**src/rtl/dtf_pkg.sv**
```systemverilog
package dtf_pkg;

    typedef enum logic [3:0] {
        RG_NONE, RG_LOAD, RG_VALUE, RG_CTRL, RG_ICLR, RG_RIS, RG_MIS,
        RG_BGLOAD, RG_ITEN, RG_ITOUT, RG_IDENT
    } reg_e;

    typedef enum logic [1:0] {
        PH_IDLE, PH_SETUP, PH_ACCESS
    } phase_e;

    localparam int TEST_EN_OFF  = 'hF00;
    localparam int TEST_OUT_OFF = 'hF04;
    localparam int IDENT_BASE   = 'hFD0;
    localparam int IDENT_WORDS  = 12;
    localparam int CH_SPAN_BITS = 5;

    function automatic logic [7:0] ident_byte(input logic [3:0] idx);
        logic [7:0] b;
        unique case (idx)
            4'd0:    b = 8'h04;
            4'd4:    b = 8'h23;
            4'd5:    b = 8'hB8;
            4'd6:    b = 8'h1B;
            4'd8:    b = 8'h0D;
            4'd9:    b = 8'hF0;
            4'd10:   b = 8'h05;
            4'd11:   b = 8'hB1;
            default: b = 8'h00;
        endcase
        return b;
    endfunction

endpackage

```
**src/rtl/dtf_decode.sv**
```systemverilog
module dtf_decode
    import dtf_pkg::*;
#(
    parameter int ADDR_W = 12,
    parameter int NUM_CH = 2,
    localparam int CH_W  = (NUM_CH > 1) ? $clog2(NUM_CH) : 1
) (
    input  logic [ADDR_W-1:0] paddr,
    output reg_e              kind,
    output logic [CH_W-1:0]   ch,
    output logic [3:0]        ident_idx
);
    localparam int HI_W = ADDR_W - CH_SPAN_BITS;

    logic [HI_W-1:0]   block_no;
    logic [ADDR_W-1:0] word_addr;
    logic [ADDR_W-1:0] ident_off;

    assign block_no  = paddr[ADDR_W-1:CH_SPAN_BITS];
    assign word_addr = {paddr[ADDR_W-1:2], 2'b00};
    assign ident_off = word_addr - ADDR_W'(IDENT_BASE);
    assign ch        = paddr[CH_SPAN_BITS +: CH_W];
    assign ident_idx = ident_off[5:2];

    always_comb begin
        kind = RG_NONE;
        if (int'(block_no) < NUM_CH) begin
            unique case (paddr[4:2])
                3'd0:    kind = RG_LOAD;
                3'd1:    kind = RG_VALUE;
                3'd2:    kind = RG_CTRL;
                3'd3:    kind = RG_ICLR;
                3'd4:    kind = RG_RIS;
                3'd5:    kind = RG_MIS;
                3'd6:    kind = RG_BGLOAD;
                default: kind = RG_NONE;
            endcase
        end else if (word_addr == ADDR_W'(TEST_EN_OFF)) begin
            kind = RG_ITEN;
        end else if (word_addr == ADDR_W'(TEST_OUT_OFF)) begin
            kind = RG_ITOUT;
        end else if (int'(word_addr) >= IDENT_BASE &&
                     int'(word_addr) < IDENT_BASE + 4 * IDENT_WORDS) begin
            kind = RG_IDENT;
        end
    end

endmodule

```
**src/rtl/dtf_itest.sv**
```systemverilog
module dtf_itest #(
    parameter int NUM_CH = 2
) (
    input  logic              clk,
    input  logic              rst_n,
    input  logic              en_we,
    input  logic              out_we,
    input  logic [NUM_CH-1:0] wbits,
    input  logic [NUM_CH-1:0] mis_in,
    output logic              test_en,
    output logic [NUM_CH-1:0] irq_ch,
    output logic              irq_any
);
    logic [NUM_CH-1:0] test_out;

    always_ff @(posedge clk or negedge rst_n) begin
        if (!rst_n) begin
            test_en  <= 1'b0;
            test_out <= '0;
        end else begin
            if (en_we)  test_en  <= wbits[0];
            if (out_we) test_out <= wbits;
        end
    end

    for (genvar c = 0; c < NUM_CH; c++) begin : g_line
        assign irq_ch[c] = test_en ? test_out[c] : mis_in[c];
    end
    assign irq_any = |irq_ch;


    test_en_store_chk: assert property (@(posedge clk) disable iff (!rst_n)
        en_we |=> test_en == $past(wbits[0]));


    test_quiet_chk: assert property (@(posedge clk) disable iff (!rst_n)
        (test_en && test_out == '0) |-> !irq_any);


    any_source_chk: assert property (@(posedge clk) disable iff (!rst_n)
        irq_any |-> irq_ch != '0);


    out_hold_chk: assert property (@(posedge clk) disable iff (!rst_n)
        !out_we |=> $stable(test_out));

endmodule

```
**src/rtl/dtf_apb_frontend.sv**
```systemverilog
module dtf_apb_frontend
    import dtf_pkg::*;
#(
    parameter int ADDR_W = 12,
    parameter int DATA_W = 32,
    parameter int NUM_CH = 2,
    parameter int CTRL_W = 8
) (
    input  logic                     clk,
    input  logic                     rst_n,
    input  logic                     psel,
    input  logic                     penable,
    input  logic                     pwrite,
    input  logic [ADDR_W-1:0]        paddr,
    input  logic [DATA_W-1:0]        pwdata,
    output logic [DATA_W-1:0]        prdata,
    output logic                     pready,
    output logic                     pslverr,
    output logic [NUM_CH-1:0]        ld_wr,
    output logic [NUM_CH-1:0]        ctrl_wr,
    output logic [NUM_CH-1:0]        iclr_wr,
    output logic [NUM_CH-1:0]        bgld_wr,
    input  logic [NUM_CH*DATA_W-1:0] ld_rdata,
    input  logic [NUM_CH*DATA_W-1:0] val_rdata,
    input  logic [NUM_CH*CTRL_W-1:0] ctl_rdata,
    input  logic [NUM_CH-1:0]        ris_in,
    input  logic [NUM_CH-1:0]        mis_in,
    output logic [NUM_CH-1:0]        irq_ch,
    output logic                     irq_any
);
    localparam int CH_W = (NUM_CH > 1) ? $clog2(NUM_CH) : 1;

    phase_e           phase_q, phase_d;
    reg_e             kind;
    logic [CH_W-1:0]  ch;
    logic [3:0]       ident_idx;
    logic             wr_commit;
    logic             test_en;

    always_ff @(posedge clk or negedge rst_n) begin
        if (!rst_n) phase_q <= PH_IDLE;
        else        phase_q <= phase_d;
    end

    always_comb begin
        unique case (phase_q)
            PH_IDLE, PH_SETUP, PH_ACCESS: begin
                if (!psel)         phase_d = PH_IDLE;
                else if (!penable) phase_d = PH_SETUP;
                else               phase_d = PH_ACCESS;
            end
            default: phase_d = PH_IDLE;
        endcase
    end

    assign wr_commit = psel && penable && pwrite && (phase_q == PH_SETUP);
    assign pready    = 1'b1;
    assign pslverr   = 1'b0;

    dtf_decode #(.ADDR_W(ADDR_W), .NUM_CH(NUM_CH)) u_dec (
        .paddr     (paddr),
        .kind      (kind),
        .ch        (ch),
        .ident_idx (ident_idx)
    );

    for (genvar c = 0; c < NUM_CH; c++) begin : g_stb
        logic hit;
        assign hit        = wr_commit && (ch == CH_W'(c));
        assign ld_wr[c]   = hit && (kind == RG_LOAD);
        assign ctrl_wr[c] = hit && (kind == RG_CTRL);
        assign iclr_wr[c] = hit && (kind == RG_ICLR);
        assign bgld_wr[c] = hit && (kind == RG_BGLOAD);
    end

    dtf_itest #(.NUM_CH(NUM_CH)) u_itest (
        .clk     (clk),
        .rst_n   (rst_n),
        .en_we   (wr_commit && kind == RG_ITEN),
        .out_we  (wr_commit && kind == RG_ITOUT),
        .wbits   (pwdata[NUM_CH-1:0]),
        .mis_in  (mis_in),
        .test_en (test_en),
        .irq_ch  (irq_ch),
        .irq_any (irq_any)
    );

    always_comb begin
        prdata = '0;
        unique case (kind)
            RG_LOAD, RG_BGLOAD: prdata = ld_rdata[ch*DATA_W +: DATA_W];
            RG_VALUE:           prdata = val_rdata[ch*DATA_W +: DATA_W];
            RG_CTRL:            prdata = DATA_W'(ctl_rdata[ch*CTRL_W +: CTRL_W]);
            RG_RIS:             prdata = DATA_W'(ris_in[ch]);
            RG_MIS:             prdata = DATA_W'(mis_in[ch]);
            RG_ITEN:            prdata = DATA_W'(test_en);
            RG_IDENT:           prdata = DATA_W'(ident_byte(ident_idx));
            default:            prdata = '0;
        endcase
    end


    strobe_phase_chk: assert property (@(posedge clk) disable iff (!rst_n)
        !(psel && penable && pwrite) |-> (ld_wr | ctrl_wr | iclr_wr | bgld_wr) == '0);


    strobe_single_chk: assert property (@(posedge clk) disable iff (!rst_n)
        $onehot0({ld_wr, ctrl_wr, iclr_wr, bgld_wr}));


    strobe_pulse_chk: assert property (@(posedge clk) disable iff (!rst_n)
        (ld_wr | ctrl_wr | iclr_wr | bgld_wr) != '0
        |=> (ld_wr | ctrl_wr | iclr_wr | bgld_wr) == '0);

endmodule

```
**config.mk**
```make
export PLATFORM = sky130hd
export DESIGN_NAME = dtf_apb_frontend
export DESIGN_NICKNAME = d
export VERILOG_FILES = /design/src/rtl/dtf_pkg.sv /design/src/rtl/dtf_decode.sv /design/src/rtl/dtf_itest.sv /design/src/rtl/dtf_apb_frontend.sv
export SDC_FILE = /design/constraint.sdc
export NUM_CORES = 1
export LEC_CHECK = 0
export ABC_AREA = 1
export CORE_ASPECT_RATIO = 0.6
export CORE_UTILIZATION = 25
export DETAILED_ROUTE_END_ITERATION = 10
export DONT_BUFFER_PORTS = 1
export GPL_TIMING_DRIVEN = 0
export PLACE_DENSITY_LB_ADDON = 0.15
export REMOVE_ABC_BUFFERS = 1
export SYNTH_ARGS = -nofsm -noshare
export SYNTH_HDL_FRONTEND = slang
export SYNTH_SLANG_ARGS = --single-unit
```
**constraint.sdc**
```tcl
create_clock -name clk -period 2.61 [get_ports clk]
set_input_delay 0.3915 -clock clk [delete_from_list [all_inputs] [get_ports clk]]
set_output_delay 0.3915 -clock clk [all_outputs]
set_load 0.02 [all_outputs]
```
==> flow_summary.json <==
{
  "yosys_warnings": 0,
  "drive_above_1_share_pct": 17.6,
  "fill_cells": 1192,
  "die_w_um": 136,
  "ir_drop_mv": 0.185,
  "antenna_found_initial": 0,
  "placed_area_um2": 2720,
  "root_buffer": "clkbuf_16",
  "synth_ff_type": "dfrtp_1",
  "slowest_delay_ns": 0.29,
  "portBuffers": 0,
  "dr.pass1.iters": 4,
  "seq_area_um2": 125,
  "hold_start": "penable",
  "die_h_um": 82.6,
  "tns_ns": 0,
  "cap_viol_max_count": 0,
  "cts_tree": "done",
  "setup_viol": 0,
  "antenna_left": 0,
  "r2r_start": "phase_q[1]",
  "vias": 3411,
  "required_ns": 2.22,
  "initial_core_util_pct": 25.7,
  "die-area_um2": 11300,
  "grt_pass1_vias": 3214,
  "cts_buffer_depth": 2,
  "grt_setup_unrepaired": "yes",
  "synth_edf_count": 0,
  "synth_top_cells_by_count": "nand2_1 (154), inv_1 (101), nand3_1 (89)",
  "first_iter_violations": 185,
  "wirelength_um": 11200,
  "period_needed_ns": 2.55,
  "dpl.hpwl_um": 7270,
  "netlist_instances": 533,
  "viasPerCell": 5.11,
  "hold_end": "phase_q[0]",
  "end_kind": "output pin",
  "netlist_area_um2": 2710,
  "outcome": "completed",
  "wl_per_cell_um": 16.8,
  "r2r_slack_ns": 1.33,
  "yosysSeqAreaShare_pct": 4.62,
  "cellPowerDensity_nw_per_um2": 175,
  "drc": 0,
  "skew_ns": 0.000108,
  "core_um2": 10600,
  "post-synth-top-area-cell": "nand2_1",
  "cpMostUsedCell": "nor2_4",
  "finalCritPeriodShare_pct": 97.7,
  "reg2reg_depth": 4,
  "syn2layout_area_growth_pct": 31.4,
  "grt_overflow": 0,
  "max_clock_freq_ghz": 0.392,
  "cpMaxStageDelayCell": "bufbuf_16",
  "synth.most_common_cell": "nand2_1",
  "arrival_ns": 2.16,
  "synth.area.top_cells": "nand2_1 (21%), nand3_1 (16%), inv_1 (14%), nand3b_1 (13%), a21oi_1 (5.7%)",
  "cts_inserted_buffers": 3,
  "leakage_nw": 1.74,
  "crit_chain": "clkinvlp_4, ha_4, nand2_1, nand2_2, nand2_2, nor2_4, nor2_4, nor2_4, buf_12, bufbuf_16, nand3b_1, nand3_1, a21oi_4",
  "min_path_cells": 1,
  "worst-slew-pin-transition_ns": 0.516,
  "timing.rr.end": "u_itest.test_out[1]",
  "io-pin-count": 242,
  "multiInputGateArea_um2": 2470,
  "hold_violations": 0,
  "synth_top_area_share_pct": 21.3,
  "yosysUniqueCellTypes": 30,
  "path_max_fanout": 20,
  "rows": 29,
  "hold-worst-slack_ns": 0.230,
  "cts.htree.levels": 1,
  "place.gp.congestion": 0.800,
  "slew_viol_final": 0,
  "final_area_um2": 3560,
  "timing.slew.headroom_pct": 65.5,
  "async_reset_ff_share_pct": 100,
  "grt_max_degree": 45,
  "worst_setup_path_start_kind": "primary input",
  "cts_sinks": 5,
  "critical_path_class": "in2out",
  "synth.avg_cell_area_um2": 5.08,
  "clk_latency_ns": 0.23,
  "n_antenna_cell": 0,
  "nNetsFinal": 734,
  "synth-seq-cells": 5,
  "grtUsageTotal_pct": 19.0,
  "hold_path_class": "in2reg",
  "grt_pass1_wl_um": 16600,
  "clkTransAtPathRegs_ns": 0.03
}
power by group:
group | switching (mW) | internal (mW) | leakage (nW)
Clock | 0.0477 | 0.202 | 0.0382
Sequential | 0.00135 | 0.0798 | 0.0626
Combinational | 0.184 | 0.109 | 1.64
cells in the final DEF, fill, tap and decap left out, types with 2 or more instances in the layout:
cell       instances
inv_1            100
nand2_4            2
o21ai_0           13
buf_4              9
clkbuf_16          3
nor3_1             2
inv_2              4
ha_2               2
dfrtp_1            5
ha_4               2
nand2_2            9
a21oi_1            6
nand4_1            2
nand3_1           83
buf_12             7
nor2_2             3
nand3_4            2
nand2_1          143
mux2i_1            3
nor2_4            10
ha_1               4
nor2_1            18
nand3b_1          48
conb_1             2
a21oi_4           24
nand3_2            5
nand2_8            3
how the worst max path moves through the flow:
stage	startpoint	end	slack, ns	cells after the start
2_1_floorplan	paddr[5]	prdata[10]	-2.67	11
4_1_cts	paddr[3]	prdata[15]	0.002	12
3_3_place_gp	paddr[5]	prdata[12]	-5.24	11
6_report	paddr[3]	prdata[31]	0.06	13
3_5_place_dp	paddr[5]	prdata[20]	-2.71	11
5_1_grt	paddr[4]	prdata[2]	-0.02	13
critical path: cells and delay by family:
family	cells	cell delay [ns]
and+or+nand+nor	8	0.72
adders and majority gates	1	0.21
buffers and inverters	3	0.55
AOI/OAI and AO/OA	1	0.25
per-layer routing:
metal / wire length, µm / global-route usage, % / share of wire (%) / vias up
met2: 5130 / 33.5 / 46 / 150
met5: 0 / 0 / 0 / -
met3: 677 / 2.20 / 6.0 / 4
li1: - / - / - / 1660
met1: 5360 / 25.1 / 48 / 1597
met4: 46 / 3.44 / 0.41 / 0
per-stage QoR:
step | utilization (%) | std cells | total power, mW | setup WS [ns]
2_1_floorplan | - | 499 | 0.260 | -2.67
4_1_cts | 32.8 | 664 | 0.619 | 0.00244
3_5_place_dp | 25.7 | 640 | 0.306 | -2.71
5_1_grt | 33.7 | 667 | 0.669 | -0.0236
3_3_place_gp | 25.3 | 638 | 0.298 | -5.24
6_report | 33.7 | 667 | 0.623 | 0.0598
final cells by class:
class,instances,share of cell area [%]
inverters,107,12.1
flip-flops and latches,5,3.51
well taps,139,4.89
multi-input cells,393,69.5
clock buffers,4,2.21
repair buffers,19,7.80
repair_timing:
action                     CTS  global route
hold endpoints to repair     5             0
setup endpoints to repair   40            32
gates resized for setup     82            17
pin swaps                   10             9
setup buffers               12             3
hold buffers                 1             0
gates cloned                 7             0
kinds of logic after synthesis:
logic type / after synthesis / share of synthesized area (%)
adder cells (fa/ha/maj): 8 / 3.70
buffers and inverters: 141 / 22.8
multiplexers: 3 / 1.11
flip-flops: 5 / 4.62
other: 2 / 0.277
AO/OA/AOI/OAI: 47 / 8.91
AND/OR/NAND/NOR: 327 / 58.6
flip-flops by register name (all words and copies together), names as in the netlist:
register          flops
u_itest.test_en       1
u_itest.test_out      2
phase_q               2
(Power assumes the default switching activity.)
